--- config.mk ---
export PLATFORM = sky130hd
export DESIGN_NAME = instr_predecode
export DESIGN_NICKNAME = d
export VERILOG_FILES = /design/src/rtl/predec_pkg.sv /design/src/rtl/predec_len.sv /design/src/rtl/predec_fields.sv /design/src/rtl/instr_predecode.sv
export SDC_FILE = /design/constraint.sdc
export NUM_CORES = 1
export LEC_CHECK = 0
export BUFFER_PORTS_ARGS = -buffer_cell sky130_fd_sc_hd__buf_2
export CAP_MARGIN = 25
export CORE_MARGIN = 2
export CORE_UTILIZATION = 48
export DETAILED_ROUTE_END_ITERATION = 10
export GPL_TIMING_DRIVEN = 0
export PLACE_DENSITY = 0.78
export SLEW_MARGIN = 20
export SYNTH_ARGS = -nofsm -noshare
export SYNTH_HDL_FRONTEND = slang
export SYNTH_SLANG_ARGS = --single-unit
--- constraint.sdc ---
create_clock -name clk_i -period 2 [get_ports clk_i]
set_input_delay 0.5 -clock clk_i [delete_from_list [all_inputs] [get_ports clk_i]]
set_output_delay 0.5 -clock clk_i [all_outputs]
set_load 0.05 [all_outputs]
--- src/rtl/predec_pkg.sv ---
package predec_pkg;
  localparam int BYTE_W  = 8;
  localparam int WORD_W  = 16;
  localparam int OP_W    = 5;
  localparam int MAX_LEN = 4;
  localparam int CNT_W   = $clog2(MAX_LEN);
  localparam int LEN_W   = $clog2(MAX_LEN) + 1;

  typedef enum logic [1:0] {
    CLS_PLAIN = 2'b00,
    CLS_DUP   = 2'b01,
    CLS_K8    = 2'b10,
    CLS_K16   = 2'b11
  } cls_e;

  typedef struct packed {
    logic [OP_W-1:0]   op;
    logic              dup;
    logic [WORD_W-1:0] kval;
    logic              kvld;
    logic              call;
    logic [WORD_W-1:0] tgt;
    logic [LEN_W-1:0]  len;
  } rec_t;
endpackage

--- src/rtl/predec_len.sv ---
module predec_len
  import predec_pkg::*;
(
  input  logic [BYTE_W-1:0] first_i,
  output logic [LEN_W-1:0]  len_o
);
  // even alignment: 1- and 3-byte forms carry a filler byte
  always_comb begin
    if (first_i[BYTE_W-1])                    len_o = LEN_W'(2);
    else if (cls_e'(first_i[6:5]) == CLS_K16) len_o = LEN_W'(4);
    else                                      len_o = LEN_W'(2);
  end
endmodule

--- src/rtl/predec_fields.sv ---
module predec_fields
  import predec_pkg::*;
#(
  parameter bit SIGN_K8 = 1'b1
) (
  input  logic [MAX_LEN-1:0][BYTE_W-1:0] bytes_i,
  output rec_t                           rec_o
);
  logic [LEN_W-1:0]  len;
  logic [WORD_W-1:0] k8_ext;
  cls_e              cls;
  logic              is_call;

  predec_len u_len (.first_i(bytes_i[0]), .len_o(len));

  generate
    if (SIGN_K8) begin : g_sext
      assign k8_ext = {{(WORD_W-BYTE_W){bytes_i[1][BYTE_W-1]}}, bytes_i[1]};
    end else begin : g_zext
      assign k8_ext = {{(WORD_W-BYTE_W){1'b0}}, bytes_i[1]};
    end
  endgenerate

  assign is_call = bytes_i[0][BYTE_W-1];
  assign cls     = cls_e'(bytes_i[0][6:5]);

  always_comb begin
    rec_o     = '0;
    rec_o.len = len;
    if (is_call) begin
      rec_o.call = 1'b1;
      rec_o.tgt  = {bytes_i[0][BYTE_W-2:0], bytes_i[1], 1'b0};
    end else begin
      rec_o.op = bytes_i[0][OP_W-1:0];
      unique case (cls)
        CLS_PLAIN: ;
        CLS_DUP:   rec_o.dup = 1'b1;
        CLS_K8: begin
          rec_o.kvld = 1'b1;
          rec_o.kval = k8_ext;
        end
        CLS_K16: begin
          rec_o.kvld = 1'b1;
          rec_o.kval = {bytes_i[2], bytes_i[1]};
        end
        default: ;
      endcase
    end
  end

  always_comb begin
    a_r6_call_len: assert (!rec_o.call || (rec_o.len == LEN_W'(2) && !rec_o.kvld && !rec_o.dup));
  end
endmodule

--- src/rtl/instr_predecode.sv ---
module instr_predecode
  import predec_pkg::*;
#(
  parameter bit SIGN_K8 = 1'b1
) (
  input  logic              clk_i,
  input  logic              rst_ni,
  input  logic [BYTE_W-1:0] byte_i,
  input  logic              byte_valid_i,
  output logic              byte_ready_o,
  output logic              ins_valid_o,
  input  logic              ins_ready_i,
  output logic [OP_W-1:0]   op_o,
  output logic              dup_o,
  output logic [WORD_W-1:0] const_o,
  output logic              const_valid_o,
  output logic              call_o,
  output logic [WORD_W-1:0] call_target_o,
  output logic [LEN_W-1:0]  len_o
);
  logic [MAX_LEN-1:0][BYTE_W-1:0] buf_q;
  logic [CNT_W-1:0]               cnt_q;
  logic                           vld_q;
  logic [BYTE_W-1:0]              head;
  logic [LEN_W-1:0]               need;
  logic                           take, last;
  rec_t                           rec;

  assign byte_ready_o = !vld_q || ins_ready_i;
  assign take         = byte_valid_i && byte_ready_o;
  assign head         = (cnt_q == '0) ? byte_i : buf_q[0];

  predec_len u_need (.first_i(head), .len_o(need));

  assign last = take && ((LEN_W'(cnt_q) + LEN_W'(1)) == need);

  always_ff @(posedge clk_i or negedge rst_ni) begin
    if (!rst_ni) begin
      buf_q <= '0;
      cnt_q <= '0;
      vld_q <= 1'b0;
    end else begin
      if (take) buf_q[cnt_q] <= byte_i;
      if (vld_q && ins_ready_i) vld_q <= 1'b0;
      if (last) begin
        vld_q <= 1'b1;
        cnt_q <= '0;
      end else if (take) begin
        cnt_q <= cnt_q + CNT_W'(1);
      end
    end
  end

  predec_fields #(.SIGN_K8(SIGN_K8)) u_fields (.bytes_i(buf_q), .rec_o(rec));

  assign ins_valid_o   = vld_q;
  assign op_o          = rec.op;
  assign dup_o         = rec.dup;
  assign const_o       = rec.kval;
  assign const_valid_o = rec.kvld;
  assign call_o        = rec.call;
  assign call_target_o = rec.tgt;
  assign len_o         = rec.len;

  a_r7_hold: assert property (@(posedge clk_i) disable iff (!rst_ni)
    ins_valid_o && !ins_ready_i |=> ins_valid_o &&
      $stable({op_o, dup_o, const_o, const_valid_o, call_o, call_target_o, len_o}));

  a_r9_fill: assert property (@(posedge clk_i) disable iff (!rst_ni)
    $rose(ins_valid_o) |-> $past(take));

  a_r8_cnt_range: assert property (@(posedge clk_i) disable iff (!rst_ni)
    (cnt_q != '0) |-> (LEN_W'(cnt_q) < need));

  a_r2_len_even: assert property (@(posedge clk_i) disable iff (!rst_ni)
    ins_valid_o |-> (len_o == LEN_W'(2) || len_o == LEN_W'(4)));
endmodule

### Yosys cells after proc, flatten, opt, wreduce, memory -nomap -nowiden

Index checks and enable logic that the tools add are counted.

* logic and storage cells: 40
* bits of input ports: 12
* register bits after elaboration: 35

* $lt $le $gt $ge: 2
* equality and inequality tests: 5
* muxes and demuxes: 16
* $add $sub $neg: 2
* reduce and logical (&&, ||, !) cells: 9

Operator list (count)
* 17-bit one-hot mux with 2 select lines: 1
* 32-bit bitwise mux: 1
* 23-bit 2-to-1 mux: 1
* 17-bit 2-to-1 mux: 1
* 8-bit demux with 2-bit select: 1
* 8-bit 2-to-1 mux: 2
* 3-bit 2-to-1 mux: 4
* 2-bit equality test (second input constant): 3
* 1-bit logical AND: 4
* 2-bit 2-to-1 mux: 2
* 2-bit nonzero test: 2
* 2-bit by 1-bit adder with 3-bit output (second input constant): 1
* 3-bit equality test: 1
* 2-bit by 3-bit less-than comparator with 1-bit output (second input constant): 1
* 1-bit 2-to-1 mux: 3
* 2-bit by 1-bit adder with 2-bit output (second input constant): 1
* 2-bit by 1-bit equality test with 1-bit output (second input constant): 1
* 2-bit by 1-bit greater-or-equal comparator with 1-bit output (second input constant): 1
* 2-bit logical NOT: 1
* 1-bit logical NOT: 1
* 1-bit logical OR: 1

### Longest topological paths before layout

Gate-level depths: netlist (run 1).

* depth after elaboration: 8
* gate-level depth with buffers: 5

### Modules after synthesis

From an unflattened synthesis (run 1), not the netlist that was laid out.

* cell total of the unflattened synthesis: 164
* area, all modules: 2014.4 µm²

By module, submodules not included
* instr_predecode: sequential area each 875.8 µm², area each 1596.5 µm², instances 1, cells an instance 100
* predec_fields: sequential area each 0.0 µm², area each 362.8 µm², instances 1, cells an instance 56
* predec_len: sequential area each 0.0 µm², area each 27.5 µm², instances 2, cells an instance 4

### Worst setup path after synthesis (run 1)

OpenSTA, ideal clock, no wires.

* path kind: register -> output
* start: reg buf_q[7] (netlist name)
* end: out dup_o
* cell stages (with the launch flop): 3
* slack: -487 ps
* arrival: 1987 ps
* data required time: 1500 ps
* cell sequence: dfrtp_1 > clkbuf_1 > nor3b_1

* cells in the longest elaborated chain, start to end: 1

RTL lines
* start, declared: RTL line instr_predecode.sv:21 `logic [MAX_LEN-1:0][BYTE_W-1:0] buf_q;`
* start signal, assigned by index: RTL line instr_predecode.sv:43 `if (take) buf_q[cnt_q] <= byte_i;`
* 23-bit 2-to-1 mux: RTL line predec_fields.sv:30 `if (is_call) begin`
* end, declared: RTL line instr_predecode.sv:14 `output logic dup_o,`

Every way passes these cells.

### Final worst setup path (run 1)

* start: reg buf_q[7] (netlist name)
* end: out const_o[0]

* cells in the longest elaborated chain, start to end: 1

RTL lines
* 23-bit 2-to-1 mux: RTL line predec_fields.sv:30
* end, declared: RTL line instr_predecode.sv:15 `output logic [WORD_W-1:0] const_o,`

Every way passes these cells.

==> results of run 1 <==
[final cells by class]
class / count / area, µm² / area share
inverters: 6 / 28.8 / 0.0138
well taps: 44 / 55.1 / 0.0263
clock inverters: 1 / 7.51 / 0.00359
plain buffers: 7 / 48.8 / 0.0233
flip-flops and latches: 27 / 678 / 0.324
multi-input cells: 95 / 826 / 0.395
clock buffers: 3 / 22.5 / 0.0108
repair inverters: 1 / 7.51 / 0.00359
repair buffers: 58 / 418 / 0.200
[state kept, by name (all words and copies together) (netlist names)]
register,flops
cnt_q,2
buf_q,24
ins_valid_o,1
[repair_timing]
item,4_1_cts,5_1_grt
hold endpoints to repair,0,0
pin swaps,2,1
gates cloned,2,0
resized for setup,30,29
setup endpoints to repair,33,25
buffers inserted,3,1
[per-layer routing]
| layer | global-route usage | part of all wire | wire length, µm |
|---|---|---|---|
| met2 | 0.357 | 0.52 | 1890 |
| met3 | 0.0455 | 0.057 | 206 |
| met5 | 0 | 0 | 0 |
| met4 | 0.105 | 0.021 | 75 |
| met1 | 0.251 | 0.40 | 1440 |
[cell usage after synthesis]
cell type and number:
mux2_4 1, nand2_1 10, nor2_1 2, o21a_1 1, nor3b_1 1, inv_1 5, nor3_1 1, a311oi_1 1
ha_1 4, nor2b_4 1, dfrtp_1 27, mux2_1 2, buf_2 3, inv_4 1, mux2_2 22, xnor2_1 1
conb_1 1, and2_1 23, nand4b_1 3, clkbuf_1 3, nand3_4 3, nand2b_1 2, buf_4 2, nor2b_1 5
nand3b_4 1, a21oi_1 9
[through the flow]
stage	setup TNS, ns	utilization	cell area [µm²]
after floorplan	-1.14	-	1540
after global placement	0	0.615	1860
after detailed placement	0	0.615	1860
after CTS	-0.00416	0.665	2010
after global routing	-0.624	0.691	2090
final	-0.000619	0.691	2090
[cells by family after synthesis]
logic type / synth area share
and+or+nand+nor: 0.237
DFF: 0.448
muxes: 0.189
buffers and inverters: 0.0439
AOI/OAI and AO/OA: 0.0406
adders and majority gates: 0.0332
other: 0.00249
xor gates and xnor gates: 0.00581
[critical path, cell delays in order, from the launching register on]
cell and delay (ns):
dfrtp_2 0.45, nand2b_4 0.15, buf_6 0.13, clkinvlp_4 0.12, and2_4 0.17, buf_8 0.14
[worst paths after layout]
kind / to / slack [ns] / cells after the start
min reg2reg: buf_q[19]$_DFFE_PN0P_ / 0.52 / 1
max in group asynchronous: buf_q[6]$_DFFE_PN0P_ / 1.42 / 1
max: const_o[0] / -0.0006 / 5
min in group clk_i: buf_q[1]$_DFFE_PN0P_ / 0.41 / 2
max reg2reg: ins_valid_o$_DFFE_PN0P_ / 0.43 / 5
min: buf_q[1]$_DFFE_PN0P_ / 0.15 / 1
==> flow_summary.toml, run 1 <==
[layout]
final_common_cell = "buf_2"
final_nets = 215
syn_to_final_growth_pct = 38.6
diodes = 0
drive_gt1_frac = 0.591
fin_cells = 242
mostFrequentLayoutCells = "36 x buf_2, 25 x dfrtp_1, 22 x mux2_2"
fillCellCount = 223

[clocking]
clk_root_buffer_cell = "clkbuf_4"
htree_levels = 1
cts_sinks = 27
cts_tree = "done"
clock_latency_ns = 0.33
cts_buffer_depth = 2
path_clk_slew_ns = 0.15
numCtsBuffers = 3
holdBufCountCts = 0

[timing]
maxSlewViolCount = 0
fin_crit_sh = 1.00
worst_pin_slew_ns = 0.605
fmax_mhz = 500
setup_violations = 1
worst_slack_ns = -0.000619
finClkSkew_ns = 0.00435
relSlewSlack = 0.597
holdWs_ns = 0.151
rsz0062_at_grt = "true"
hold_violations = 0
fin_crit_ns = 2.00

[place]
numPortBuffers = 53
gp_congestion = 0.743
placedCellCount = 233
dp_slack_ns = 0.0925
dpl.hpwl_mm = 2.54

[drt]
wirelength_mm = 3.61
ant_nets = 0
wl_per_cell_um = 14.9
viasPerCell = 5.06
drt_iter0_drc = 39
vias = 1224
drcViolationCount = 0
first_pass_iters = 4

[floorplan]
die_w_um = 60.1
chipHeight_um = 60.1
rows = 20
ioPinCount = 57
core_area_mm2 = 0.00303
start_util = 0.498
die-area_mm2 = 0.00361

[global_routing]
grt_max_degree = 28
grt_pass1_wl_mm = 5.55
grt_use_total = 0.211
overflow = 0
antenna_found_initial = 0
grt_pass1_vias = 1175

[synthesis]
synth_top_area_share = 0.448
synth_area_leader_cell = "dfrtp_1"
yosysSeqAreaShare = 0.448
syn_inst = 135
synth-seq-cells = 27
syn_avg_cell_area_um2 = 11.2
synth_cell_type_count = 26
synth_area_mm2 = 0.00151
synth.area.top_cells = "dfrtp_1 45%, mux2_2 16%, and2_1 9.5%"
yosysWarnings = 0

[outcome]
status = "finished, violations left"
violations = "negative setup slack"

[setup_path]
cp_max_fo = 5
r2r-start = "cnt_q[0]$_DFFE_PN0P_"
cp.arrival_ns = 1.50
start_kind = "flip-flop"
startpoint = "buf_q[7]$_DFFE_PN0P_"
critPathKind = "flip-flop to output pin"
endpoint_kind = "output pin"
cp_data_required_time_ns = 1.50

[job]
cap_violations = 0

[hold_path]
hold_class = "primary input to async pin"
Power of run 1 is not shown: default switching activity piles up to over one toggle a cycle in this logic, so the estimate is an artifact.
==> run 2, diff against run 1 <==
--- a/config.mk
+++ b/config.mk
@@ -7,6 +7,7 @@
 export LEC_CHECK = 0
 export BUFFER_PORTS_ARGS = -buffer_cell sky130_fd_sc_hd__buf_2
 export CAP_MARGIN = 25
+export CORE_ASPECT_RATIO = 1.5
 export CORE_MARGIN = 2
 export CORE_UTILIZATION = 48
 export DETAILED_ROUTE_END_ITERATION = 10
==> flow_summary.toml, run 2 (synthesis results as in run 1) <==
[setup_path]
cp_data_required_time_ns = 1.50
crit_buf_inv = 3
cp.arrival_ns = 1.45
slowest_stage = "dfrtp_2"
r2r-start = "cnt_q[0]$_DFFE_PN0P_"
crit_family = "buffers and inverters"
slowest_delay_ns = 0.41
cp_cell_sequence = "nand2b_4 > buf_6 > clkinvlp_4 > and2_4 > buf_6"
cp_common_cell = "buf_6"
r2r-end = "ins_valid_o$_DFFE_PN0P_"
ff2ff_setup_slack_ns = 0.46
cp_max_fo = 5
critPathKind = "flip-flop to output pin"
endpoint_kind = "output pin"
rr_worst_depth = 5
start_kind = "flip-flop"

[timing]
worst_slack_ns = 0.0533
setup_violations = 0
worst_pin_slew_ns = 0.584
fin_crit_sh = 0.973
relSlewSlack = 0.611
fin_crit_ns = 1.95
final.setup.tns_ns = 0
fmax_mhz = 514
maxSlewViolCount = 0
hold_violations = 0
finClkSkew_ns = 0.00752

[clocking]
clock_latency_ns = 0.28
cts_tree = "done"
htree_levels = 1
cts_sinks = 27
clk_root_buffer_cell = "clkbuf_8"
numCtsBuffers = 3
path_clk_slew_ns = 0.09
cts_buffer_depth = 2

[layout]
final_nets = 218
final_common_cell = "buf_2"
diodes = 0
top_register = "buf_q"
drive_gt1_frac = 0.582
mostFrequentLayoutCells = "38 x buf_2, 25 x dfrtp_1, 22 x mux2_2"
syn_to_final_growth_pct = 36.2
largest_register_ffs = 24

[global_routing]
grt_use_total = 0.210
grt_pass1_vias = 1166
overflow = 0
grt_max_degree = 28
grt_pass1_wl_mm = 5.64
antenna_found_initial = 0

[drt]
vias = 1210
wl_per_cell_um = 14.7
ant_nets = 0
first_pass_iters = 2
drt_iter0_drc = 3
drcViolationCount = 0
viasPerCell = 5.04
wirelength_mm = 3.53

[floorplan]
rows = 24
die-area_mm2 = 0.00362
chipHeight_um = 72.7
start_util = 0.513
ioPinCount = 57
core_area_mm2 = 0.00294
die_w_um = 49.8

[hold_path]
hold_class = "primary input to async pin"

[outcome]
status = "finished, final reports clean"

[place]
dpl.hpwl_mm = 2.57
dp_slack_ns = 0.0957
gp_congestion = 0.791
numPortBuffers = 53

[job]
cap_violations = 0
run 2: metal layers:
metal / share of wire / track usage
met2: 0.56 / 0.390
met1: 0.37 / 0.233
met3: 0.047 / 0.0369
met5: 0 / 0
met4: 0.023 / 0.0864
run 2: worst reg2reg max path, delay by kind of cell, from the launching register on:
kind / cells / cell delay, ns
DFF: 1 / 0.44
muxes: 1 / 0.30
adders and majority gates: 1 / 0.26
buffers and inverters: 1 / 0.16
AOI/OAI and AO/OA: 1 / 0.15
and+or+nand+nor: 1 / 0.11
run 2: worst max-delay path by stage:
| stage | startpoint | endpoint | slack (ns) | cells past startpoint |
|---|---|---|---|---|
| final | buf_q[7]$_DFFE_PN0P_ | const_o[0] | 0.05 | 5 |
| after floorplan | buf_q[7]$_DFFE_PN0P_ | const_o[10] | -0.14 | 3 |
| after CTS | buf_q[5]$_DFFE_PN0P_ | const_o[15] | 0.0003 | 4 |
| after global routing | buf_q[7]$_DFFE_PN0P_ | const_o[0] | -0.002 | 5 |
| after detailed placement | buf_q[6]$_DFFE_PN0P_ | const_o[0] | 0.1 | 5 |
| after global placement | buf_q[6]$_DFFE_PN0P_ | const_o[0] | 0.13 | 5 |
run 2: per-stage QoR:
| step | utilization | hold WS (ns) | cells | area, µm² |
|---|---|---|---|---|
| CTS | 0.679 | 0.223 | 238 | 2000 |
| global route | 0.698 | 0.242 | 240 | 2050 |
| floorplan | - | 0.204 | 136 | 1540 |
| detailed placement | 0.631 | 0.496 | 228 | 1860 |
| global placement | 0.631 | 0.482 | 228 | 1860 |
| finish | 0.698 | 0.208 | 240 | 2050 |
run 2: repair_timing:
item	CTS	global route
gates resized for setup	20	14
hold buffers	0	0
setup buffers	4	3
setup endpoints to repair	24	23
gates cloned	2	0
run 2: cell type report:
| type | instances | area (µm²) |
|---|---|---|
| plain buffers | 7 | 48.8 |
| clock buffers | 3 | 41.3 |
| clock inverters | 1 | 7.51 |
| fillers | 241 | 888 |
| inverters | 6 | 28.8 |
| multi-input cells | 95 | 810 |
| flip-flops and latches | 27 | 678 |
| well taps | 39 | 48.8 |
| repair buffers | 61 | 384 |
| repair inverters | 1 | 7.51 |
Power of run 2 is left out for the same reason.
==> run 3, diff against run 2 <==
--- a/config.mk
+++ b/config.mk
@@ -9,10 +9,11 @@
 export CAP_MARGIN = 25
 export CORE_ASPECT_RATIO = 1.5
 export CORE_MARGIN = 2
-export CORE_UTILIZATION = 48
+export CORE_UTILIZATION = 50
+export CTS_BUF_LIST = sky130_fd_sc_hd__clkbuf_4 sky130_fd_sc_hd__clkbuf_8
 export DETAILED_ROUTE_END_ITERATION = 10
 export GPL_TIMING_DRIVEN = 0
-export PLACE_DENSITY = 0.78
+export PLACE_DENSITY = 0.93
 export SLEW_MARGIN = 20
 export SYNTH_ARGS = -nofsm -noshare
 export SYNTH_HDL_FRONTEND = slang
==> constraint.sdc (replaced) <==
create_clock -name clk_i -period 2.1 [get_ports clk_i]
set_input_delay 0.525 -clock clk_i [delete_from_list [all_inputs] [get_ports clk_i]]
set_output_delay 0.525 -clock clk_i [all_outputs]
set_load 0.05 [all_outputs]
==> flow_summary.toml, run 3 (synthesis results as in run 1) <==
[outcome]
status = "finished, final reports clean"

[job]
cap_violations = 0

[layout]
final_common_cell = "buf_2"
regArea_um2 = 678
multi_input_area_um2 = 793
largest_register_ffs = 24
syn_to_final_growth_pct = 31.1
final_nets = 216
drive_gt1_frac = 0.563
fillCellCount = 237
diodes = 0
mostFrequentLayoutCells = "48 x buf_2, 25 x dfrtp_1, 22 x mux2_2"
fin_cells = 238
top_register = "buf_q"

[global_routing]
overflow = 0
grt_max_degree = 28
grt_use_total = 0.216
grt_pass1_wl_mm = 5.75
grt_pass1_vias = 1188
antenna_found_initial = 0

[clocking]
numCtsBuffers = 3
htree_levels = 1
clk_root_buffer_cell = "clkbuf_8"
cts_buffer_depth = 2
cts_sinks = 27
holdBufCountCts = 0
path_clk_slew_ns = 0.08
clock_latency_ns = 0.27
cts_tree = "done"

[timing]
fin_crit_ns = 2.04
fin_crit_sh = 0.969
worst_pin_slew_ns = 0.600
relSlewSlack = 0.600
holdWs_ns = 0.256
fmax_mhz = 491
setup_violations = 0
hold_violations = 0
finClkSkew_ns = 0.00642
maxSlewViolCount = 0
worst_slack_ns = 0.0646
rsz0062_at_grt = "false"

[floorplan]
start_util = 0.523
rows = 24
chipHeight_um = 71.3
core_area_mm2 = 0.00288
die_w_um = 48.9
die-area_mm2 = 0.00348
ioPinCount = 57

[drt]
wl_met3_um = 136
vias = 1266
viasPerCell = 5.32
routed.top_layer = "met4"
route.met2.wl_mm = 2.15
wl_per_cell_um = 15.5
met1_length_mm = 1.31
drt_iter0_drc = 25
wirelength_mm = 3.68
ant_nets = 0
first_pass_iters = 4
drcViolationCount = 0

[setup_path]
cp.arrival_ns = 1.51
crit_path_end = "const_o[3]"
slowest_stage = "dfrtp_2"
start_kind = "flip-flop"
ff2ff_setup_slack_ns = 0.56
r2r-start = "cnt_q[0]$_DFFE_PN0P_"
critPathKind = "flip-flop to output pin"
cp_data_required_time_ns = 1.57
r2r-end = "ins_valid_o$_DFFE_PN0P_"
path_depth = 5
startpoint = "buf_q[7]$_DFFE_PN0P_"
cp_cell_sequence = "nand2b_4 > buf_6 > clkinvlp_4 > and2_2 > buf_2"
crit_family = "buffers and inverters"
rr_worst_depth = 5
endpoint_kind = "output pin"
slowest_delay_ns = 0.41
crit_buf_inv = 3
cp_max_fo = 6

[place]
dp_slack_ns = 0.149
placedCellCount = 228
dpl.hpwl_mm = 2.61
numPortBuffers = 53
gp_congestion = 0.754

[hold_path]
hold_class = "primary input to async pin"
-- run 3: cell count changes in the layout (fill, tap and decap cells not counted), sizes merged --
cell	delta
buf	-1
clkinvlp	-1
-- run 3: repair_timing --
action | in CTS | in global routing
endpoints found under the setup margin | 8 | 17
gates cloned | 1 | 1
buffers inserted | 3 | 2
pin swaps | 0 | 0
resized for setup | 4 | 17
-- run 3: cell type report --
type | count | area share
Multi-Input combinational cell | 95 | 0.401
Clock buffer | 4 | 0.0247
Inverter | 6 | 0.0145
Timing Repair inverter | 1 | 0.00380
Sequential cell | 27 | 0.343
Buffer | 7 | 0.0228
Tap cell | 39 | 0.0247
Timing Repair Buffer | 59 | 0.166
-- run 3: metrics by stage --
stage               utilization  area, µm²  setup TNS [ns]
finish                    0.686       1980               0
global route              0.686       1980               0
CTS                       0.671       1930               0
detailed placement        0.641       1850               0
global placement          0.641       1850               0
floorplan                     -       1530          -0.499
-- run 3: layer usage --
metal / global-route usage / vias up
met2: 0.417 / 50
met4: 0.0984 / 0
li1: - / 577
met1: 0.232 / 629
met5: 0 / -
met3: 0.0250 / 10
-- run 3: worst register-to-register path, delay by kind of cell (launching register included) --
family,cells,cell delay (ns)
AOI/OAI and AO/OA,1,0.19
adders and majority gates,1,0.27
DFF,1,0.43
buffers and inverters,1,0.13
muxes,1,0.31
and+or+nand+nor,1,0.11
-- run 3: worst min path at each step --
stage	start	to	slack [ns]	depth (start not counted)
global placement	buf_q[1]$_DFFE_PN0P_	buf_q[1]$_DFFE_PN0P_	0.48	1
floorplan	rst_ni	buf_q[0]$_DFFE_PN0P_	0.23	0
global route	rst_ni	buf_q[13]$_DFFE_PN0P_	0.30	1
finish	rst_ni	buf_q[13]$_DFFE_PN0P_	0.26	1
CTS	rst_ni	ins_valid_o$_DFFE_PN0P_	0.27	1
detailed placement	buf_q[21]$_DFFE_PN0P_	buf_q[21]$_DFFE_PN0P_	0.49	1
Power of run 3 is left out for the same reason.
